<file path="src/rtl/irq_agg_pkg.sv">
package irq_agg_pkg;

    localparam int ADDR_W   = 4;
    localparam int DATA_W   = 8;
    localparam int NUM_CVT  = 4;
    localparam int ID_W     = 5;
    localparam int SEL_BIT  = 5;
    localparam int DIO_BIT  = 3;
    localparam int ACK_BASE = 1;
    localparam int ACK_STEP = 4;
    localparam logic [ADDR_W-1:0] CTRL_OFS = 4'hF;

    typedef enum logic {
        VIEW_STATUS = 1'b0,
        VIEW_ID     = 1'b1
    } view_e;

    // converter index -> ID byte bit position (bit 3 belongs to digital I/O)
    function automatic int id_pos(input int k);
        return (k >= DIO_BIT) ? k + 1 : k;
    endfunction

    function automatic logic [ADDR_W-1:0] ack_ofs(input int k);
        return ADDR_W'(ACK_BASE + k * ACK_STEP);
    endfunction

endpackage

</file>
<file path="src/rtl/irq_src_latch.sv">
module irq_src_latch (
    input  logic clk,
    input  logic rst_n,
    input  logic set_pulse,
    input  logic clr_read,
    output logic pend
);

    always_ff @(posedge clk) begin
        if (!rst_n) begin
            pend <= 1'b0;
        end else if (set_pulse) begin
            pend <= 1'b1;
        end else if (clr_read) begin
            pend <= 1'b0;
        end
    end

    AST_SET_WINS: assert property (@(posedge clk) disable iff (!rst_n)
        set_pulse |=> pend);
    AST_ACK_CLEARS: assert property (@(posedge clk) disable iff (!rst_n)
        (clr_read && !set_pulse) |=> !pend);
    AST_HOLD_IDLE: assert property (@(posedge clk) disable iff (!rst_n)
        (!clr_read && !set_pulse) |=> $stable(pend));

endmodule

</file>
<file path="src/rtl/irq_view_fsm.sv">
module irq_view_fsm
    import irq_agg_pkg::*;
(
    input  logic  clk,
    input  logic  rst_n,
    input  logic  ctrl_wr,
    input  logic  sel_req,
    output logic  show_id
);

    view_e state_q, state_d;

    always_ff @(posedge clk) begin
        if (!rst_n) begin
            state_q <= VIEW_STATUS;
        end else begin
            state_q <= state_d;
        end
    end

    always_comb begin
        state_d = state_q;
        unique case (state_q)
            VIEW_STATUS: if (ctrl_wr && sel_req)  state_d = VIEW_ID;      // SELECT_ON
            VIEW_ID:     if (ctrl_wr && !sel_req) state_d = VIEW_STATUS;  // SELECT_OFF
            default:     state_d = VIEW_STATUS;
        endcase
    end

    always_comb begin
        show_id = (state_q == VIEW_ID);
    end

    AST_SEL_ON: assert property (@(posedge clk) disable iff (!rst_n)
        (ctrl_wr && sel_req) |=> show_id);
    AST_SEL_OFF: assert property (@(posedge clk) disable iff (!rst_n)
        (ctrl_wr && !sel_req) |=> !show_id);
    AST_SEL_KEEP: assert property (@(posedge clk) disable iff (!rst_n)
        !ctrl_wr |=> $stable(show_id));

endmodule

</file>
<file path="src/rtl/irq_aggregator.sv">
module irq_aggregator
    import irq_agg_pkg::*;
(
    input  logic              clk,
    input  logic              rst_n,
    input  logic              rd_en,
    input  logic              wr_en,
    input  logic [ADDR_W-1:0] addr,
    input  logic [DATA_W-1:0] wr_data,
    output logic [DATA_W-1:0] rd_data,
    input  logic [NUM_CVT-1:0] cvt_evt,
    input  logic              dio_pending,
    input  logic [DATA_W-1:0] out2_status,
    output logic              irq_req
);

    logic [NUM_CVT-1:0] pend;
    logic [NUM_CVT-1:0] ack_hit;
    logic [ID_W-1:0]    id_bits;
    logic               show_id;
    logic               ctrl_wr;

    assign ctrl_wr = wr_en && (addr == CTRL_OFS);

    irq_view_fsm u_view (
        .clk     (clk),
        .rst_n   (rst_n),
        .ctrl_wr (ctrl_wr),
        .sel_req (wr_data[SEL_BIT]),
        .show_id (show_id)
    );

    for (genvar k = 0; k < NUM_CVT; k++) begin : g_src
        assign ack_hit[k] = rd_en && (addr == ack_ofs(k));

        irq_src_latch u_latch (
            .clk       (clk),
            .rst_n     (rst_n),
            .set_pulse (cvt_evt[k]),
            .clr_read  (ack_hit[k]),
            .pend      (pend[k])
        );

        assign id_bits[id_pos(k)] = pend[k];
    end

    assign id_bits[DIO_BIT] = dio_pending;
    assign irq_req = |id_bits;

    always_comb begin
        rd_data = '0;
        if (rd_en && addr == CTRL_OFS) begin
            if (show_id) begin
                rd_data = {{(DATA_W-ID_W){1'b0}}, id_bits};
            end else begin
                rd_data = out2_status;
            end
        end
    end

    AST_ID_HIGH_ZERO: assert property (@(posedge clk) disable iff (!rst_n)
        (rd_en && addr == CTRL_OFS && show_id) |-> rd_data[7:5] == 3'b000);
    AST_DIO_RAISES: assert property (@(posedge clk) disable iff (!rst_n)
        dio_pending |-> irq_req);
    AST_LATCH_RAISES: assert property (@(posedge clk) disable iff (!rst_n)
        (|pend) |-> irq_req);
    AST_QUIET_LOW: assert property (@(posedge clk) disable iff (!rst_n)
        (pend == '0 && !dio_pending) |-> !irq_req);
    AST_OTHER_ZERO: assert property (@(posedge clk) disable iff (!rst_n)
        (addr != CTRL_OFS) |-> rd_data == '0);

endmodule

</file>
<file path="config.mk">
export PLATFORM = sky130hd
export DESIGN_NAME = irq_aggregator
export DESIGN_NICKNAME = d
export VERILOG_FILES = /design/src/rtl/irq_agg_pkg.sv /design/src/rtl/irq_src_latch.sv /design/src/rtl/irq_view_fsm.sv /design/src/rtl/irq_aggregator.sv
export SDC_FILE = /design/constraint.sdc
export NUM_CORES = 1
export LEC_CHECK = 0
export BUFFER_PORTS_ARGS = -buffer_cell sky130_fd_sc_hd__buf_2
export CORE_AREA = 2 2 39 41
export DETAILED_ROUTE_END_ITERATION = 8
export DIE_AREA = 0 0 41 43
export GPL_TIMING_DRIVEN = 0
export PLACE_DENSITY = 0.74
export SKIP_LAST_GASP = 1
export SLEW_MARGIN = 0
export SYNTH_ARGS = -nofsm -noshare
export SYNTH_HDL_FRONTEND = slang
export SYNTH_SLANG_ARGS = --single-unit
</file>
<file path="constraint.sdc">
create_clock -name clk -period 1.2 [get_ports clk]
set_input_delay 0.24 -clock clk [delete_from_list [all_inputs] [get_ports clk]]
set_output_delay 0.24 -clock clk [all_outputs]
set_load 0.02 [all_outputs]
</file>
==> qor.yml, run 1 <==
outcome:
  status: "finished with violations"
  violations: "negative setup slack"
power_and_ir_drop:
  power_density_nw_per_um2: 823
  ir_worst_vdd_mv: 0.342
  p_leak_nw: 0.295
setup_path:
  cp-end-kind: "output port"
  critPathKind: "flop to output port"
  cp_max_fo: 5
  path_cells: "buf_6 > mux2i_1 > nor2_1 > buf_2"
  max_stage_delay_ps: 330
  start_kind: "flop"
  crit_arrival_ps: 1090
  slowest_stage: "dfxtp_2"
  cp.required_ps: 960
yosys:
  synth_cells: 42
  yosys_register_bits: 5
  netlist.area_leader.share: 0.293
  syn_area_per_cell_um2: 8.13
  synth_cell_type_count: 16
  yosysSeqAreaShare: 0.293
  syn_nets: 71
  ys_top_cells_by_area: "dfxtp_1, mux2i_1, nor3b_2"
  syn_area_um2: 342
  yosysTopAreaCell: "dfxtp_1"
  yosysWarningCount: 0
global_route:
  track_usage: 0.129
  antenna_found_initial: 0
  grt_overflow: 0
  grt_pass1_vias: 422
  grt_max_degree: 9
  grt_pass1_wl_um: 1480
detailed_routing:
  drt_iter0_markers: 11
  antenna_left: 0
  drt-wirelength-per-cell_um: 11.0
  first_pass_iters: 5
  drc: 0
  via_per_inst: 4.95
  vias: 465
  drt_wl_total_um: 1040
floorplan:
  pin_count: 38
  initial_utilization: 0.247
  rows: 14
  die_h_um: 43
  die_area_um2: 1760
  core_um2: 1380
  die_w_um: 41
timing:
  hold_ws_ps: 237
  slew_headroom: 0.810
  setup_viol: 8
  worst_pin_slew_ps: 283
  setup_slack_ps: -132
  period_share: 1.11
  fmax_mhz: 751
  min_period_ps: 1330
  slew_violations: 0
  rsz0062_at_grt: "true"
  fin_skew_ps: 0
  hold_violations: 0
place:
  place.port_buffers: 30
  gp_congestion: 0.744
  dp_hpwl_um: 784
flow_run:
  maxCapViolCount: 0
clock_network:
  cts_tree: "yes"
  clock-sinks: 5
  ctsHoldBuffers: 0
  path_clk_slew_ps: 50
  cts_buffers: 3
  htreeDepth: 1
  clock_path_buffers: 2
  clock_latency_ps: 250
  cts-root-buf: "clkbuf_4"
hold_path:
  hold_path_class: "primary input to flop"
cells_and_area:
  final_cell_mix: "buf_2, nor2_1, buf_4"
  fin_util: 0.422
  syn_to_final_growth_pct: 71.1
  mostFrequentLayoutCell: "buf_2"
  diodes: 0
  fin_nets: 108
  drive_above_1_share: 0.577
## layout make-up
cell class / count / area (µm²)
buffer: 1 / 11.3
clock buffer: 4 / 26.3
fill: 146 / 800
inverter: 2 / 7.51
multi-input combinational: 34 / 234
sequential: 5 / 104
tap: 16 / 20.0
timing repair buffer: 32 / 181
## where the power goes
group / internal [mW] / switching, mW / total, mW
sequential: 0.178 / 0.00890 / 0.187
combinational: 0.0522 / 0.0448 / 0.0971
clock: 0.126 / 0.0707 / 0.197
total: 0.357 / 0.124 / 0.481
## cell usage after synthesis
cell type and instances:
nor2_1 8, dfxtp_1 5, mux2i_1 5, o21ai_0 4, a21oi_1 3, nand2_1 3
nor3b_2 3, inv_1 2, nor3_1 2, a31oi_1 1, a41o_1 1, a41oi_1 1
and4_4 1, buf_2 1, nand2_4 1, nor3b_1 1
## critical path, delay by kind of cell, from the launching register on
family	cells	cell delay, ps
flip-flops	1	330
buffers and inverters	2	270
multiplexers	1	190
AND/OR/NAND/NOR	1	50
## layer usage
layer  routed length (µm)  GRT usage  vias to the layer above
met5                    0          0                        -
met4                    0     0.0600                        0
met3                  125     0.0628                        0
met2                  560      0.244                       29
met1                  350     0.0942                      211
li1                     -          -                      225
## metrics by stage
stage	worst slack (ps)	total power, mW	instances	area, µm²	TNS, ps
2_1_floorplan	45.2	0.225	42	342	0
3_3_place_gp	-104	0.274	88	512	-442
3_5_place_dp	-118	0.278	88	512	-528
4_1_cts	-132	0.484	94	571	-869
5_1_grt	-221	0.517	94	584	-1460
6_report	-132	0.481	94	584	-864
## kinds of logic (layout without fill, tap and decap cells)
logic type | after synthesis | in the layout | synth area share
AOI/OAI and AO/OA | 10 | 10 | 0.176
buffers and inverters | 3 | 39 | 0.0366
DFF | 5 | 5 | 0.293
muxes | 5 | 5 | 0.147
and+or+nand+nor | 19 | 19 | 0.348
## what timing repair did
action,CTS,global route
setup buffers,1,0
pin swaps,1,1
cloned,1,0
setup endpoints to repair,9,9
gates resized for setup,7,6
## final timing paths
| path | start | to | slack, ps | depth (start not counted) |
|---|---|---|---|---|
| worst min register to register | g_src[1].u_latch.pend | g_src[1].u_latch.pend | 570 | 2 |
| worst max-delay path | flop | rd_data[1] | -130 | 4 |
| worst max register to register | flop | flop | 320 | 4 |
| worst min-delay path | wr_data[5] | flop | 240 | 2 |
No activity file was read; power rests on OpenSTA's default activity.
==> inputs of run 2 (changes only) <==
Settings changed: ABC_AREA set to 1, BUFFER_PORTS_ARGS -buffer_cell sky130_fd_sc_hd__buf_2 to -buffer_cell sky130_fd_sc_hd__buf_4, MAX_ROUTING_LAYER set to met4, PLACE_DENSITY 0.74 to 0.78.
==> qor.yml, run 2 <==
detailed_routing:
  drt_iter0_markers: 15  # +4
  first_pass_iters: 4  # -1
  drt-wirelength-per-cell_um: 9.15  # -17%
  drt_wl_total_um: 1030  # -0.19%
  drc: 0  # unchanged
  antenna_left: 0  # unchanged
  vias: 495  # +6.5%
  via_per_inst: 4.38  # -11%
yosys:
  syn_nets: 92  # +30%
  yosys_most_used_dff: "dfxtp_1"
  synthArstFlopShare: 0  # unchanged
  synth_edf_count: 0  # unchanged
  syn_area_per_cell_um2: 6.08  # -25%
  synth_cells: 63  # +50%
  synth_most_common_cell: "nand2_1"
  yosysTopAreaCell: "dfxtp_1"
  yosysWarningCount: 0  # unchanged
  ys_top_cells_by_area: "dfxtp_1, nand2_1, a21oi_2"
  netlist.area_leader.share: 0.261  # -0.0316
  yosysSeqAreaShare: 0.261  # -0.0316
  syn_area_um2: 383  # +12%
  synth_top_cells_by_count: "nand2_1, inv_1, nor2_1"
  synth_cell_type_count: 12  # -4
  yosys_register_bits: 5  # unchanged
timing:
  hold_violations: 0  # unchanged
  fmax_mhz: 796  # +6.0%
  setup_viol: 8  # unchanged
  slew_violations: 0  # unchanged
  fin_skew_ps: 0  # unchanged
  period_share: 1.05  # -0.0631
  hold_ws_ps: 234  # -3.70 ps
  setup_slack_ps: -55.8  # +75.8 ps
  finalSetupTns_ps: -274  # +590 ps
  slew_headroom: 0.850  # +0.0401
  min_period_ps: 1260  # -75.8 ps
  rsz0062_at_grt: "true"
  worst_pin_slew_ps: 225  # -58.8 ps
place:
  dp_hpwl_um: 914  # +17%
  place.port_buffers: 30  # unchanged
  gp_congestion: 0.651  # -13%
  place_inst: 109  # +24%
cells_and_area:
  seq_area_um2: 105  # +1.2%
  mostFrequentLayoutCell: "buf_4"
  fin_nets: 127  # +18%
  final_cell_mix: "buf_4, nand2_1, inv_1"
  finalNonFillerCells: 113  # +20%
  diodes: 0  # unchanged
  fill_cells: 147  # +0.68%
  fin_util: 0.495  # +0.0732
  syn_to_final_growth_pct: 79.1
  drive_above_1_share: 0.505  # -0.0718
  multiInputGateArea_um2: 255  # +9.1%
clock_network:
  cts_tree: "yes"
  clock_path_buffers: 2  # unchanged
  path_clk_slew_ps: 50  # about the same
  htreeDepth: 1  # unchanged
  clock-sinks: 5  # unchanged
  cts_buffers: 3  # unchanged
  clock_latency_ps: 250  # about the same
  cts-root-buf: "clkbuf_4"
  cts_setup_buffers: 0  # -1
floorplan:
  die_h_um: 43  # unchanged
  pin_count: 38  # unchanged
  die_area_um2: 1760  # unchanged
  core_um2: 1380  # unchanged
  die_w_um: 41  # unchanged
  rows: 14  # unchanged
  initial_utilization: 0.277  # +0.0298
power_and_ir_drop:
  p_total_mw: 0.508  # +5.7%
  power_density_nw_per_um2: 741  # -9.9%
  ir_worst_vdd_mv: 0.401  # +17%
  p_leak_nw: 0.357  # +21%
global_route:
  grt_overflow: 0  # unchanged
  grt_pass1_wl_um: 1590  # +7.9%
  grt_pass1_vias: 461  # +9.2%
  grt_max_degree: 9  # unchanged
  antenna_found_initial: 0  # unchanged
  track_usage: 0.139  # +0.0101
setup_path:
  crit_arrival_ps: 1020  # -70 ps
  cp.required_ps: 960  # about the same
  cp_max_fo: 8  # +3
  start_kind: "flop"
  critPathKind: "flop to output port"
  cp-end-kind: "output port"
outcome:
  violations: "negative setup slack"
  status: "finished with violations"
hold_path:
  hold_path_class: "primary input to flop"
flow_run:
  maxCapViolCount: 0  # unchanged
-- run 2: area by class of cell --
type                    instances  area share
inverters                      10      0.0620
multi-input cells              48       0.372
flip-flops and latches          5       0.153
repair buffers                 30       0.345
clock buffers                   4      0.0383
well taps                      16      0.0292
-- run 2: worst paths after layout --
kind / startpoint / end / slack [ps] / depth (start not counted)
worst max-delay path: flop / rd_data[3] / -60 / 4
worst min-delay path: cvt_evt[3] / g_src[3].u_latch.pend / 230 / 3
worst max register to register: flop / flop / 570 / 2
worst min register to register: g_src[3].u_latch.pend / g_src[3].u_latch.pend / 470 / 2
-- run 2: power by group --
part           total (mW)  switching, mW  internal [mW]
sequential          0.185        0.00934          0.176
clock               0.197         0.0714          0.126
combinational       0.126         0.0557         0.0703
-- run 2: logic make-up (layout without fill, tap and decap cells) --
kind of cell	after synthesis	count (layout)	synth area share
flops	5	5	0.261
simple gates	38	38	0.451
buf+inv	10	44	0.0980
compound gates	10	10	0.190
-- run 2: per-layer routing --
layer  vias up  wire length [µm]  global-route usage
met2        25               569               0.284
met3         2               110              0.0366
met5         -                 0                   -
met1       204               338              0.0903
met4         0                15              0.0600
li1        264                 -                   -
-- run 2: what timing repair did --
action,4_1_cts,5_1_grt
endpoints found under the setup margin,9,9
pin swaps,1,4
resized for setup,7,5
hold buffers,0,0
cloned,0,0
-- run 2: stage by stage --
step | instance area (µm²) | worst slack, ps
final | 686 | -55.8
after global routing | 686 | -119
after CTS | 668 | -52.8
after detailed placement | 628 | -4.23
after global placement | 628 | 38.2
after floorplan | 383 | 105
-- run 2: worst max-delay path: stages (launching register included) --
cell     delay, ps
dfxtp_4        370
inv_6           80
nand2_2         60
a21oi_2        140
buf_6          130
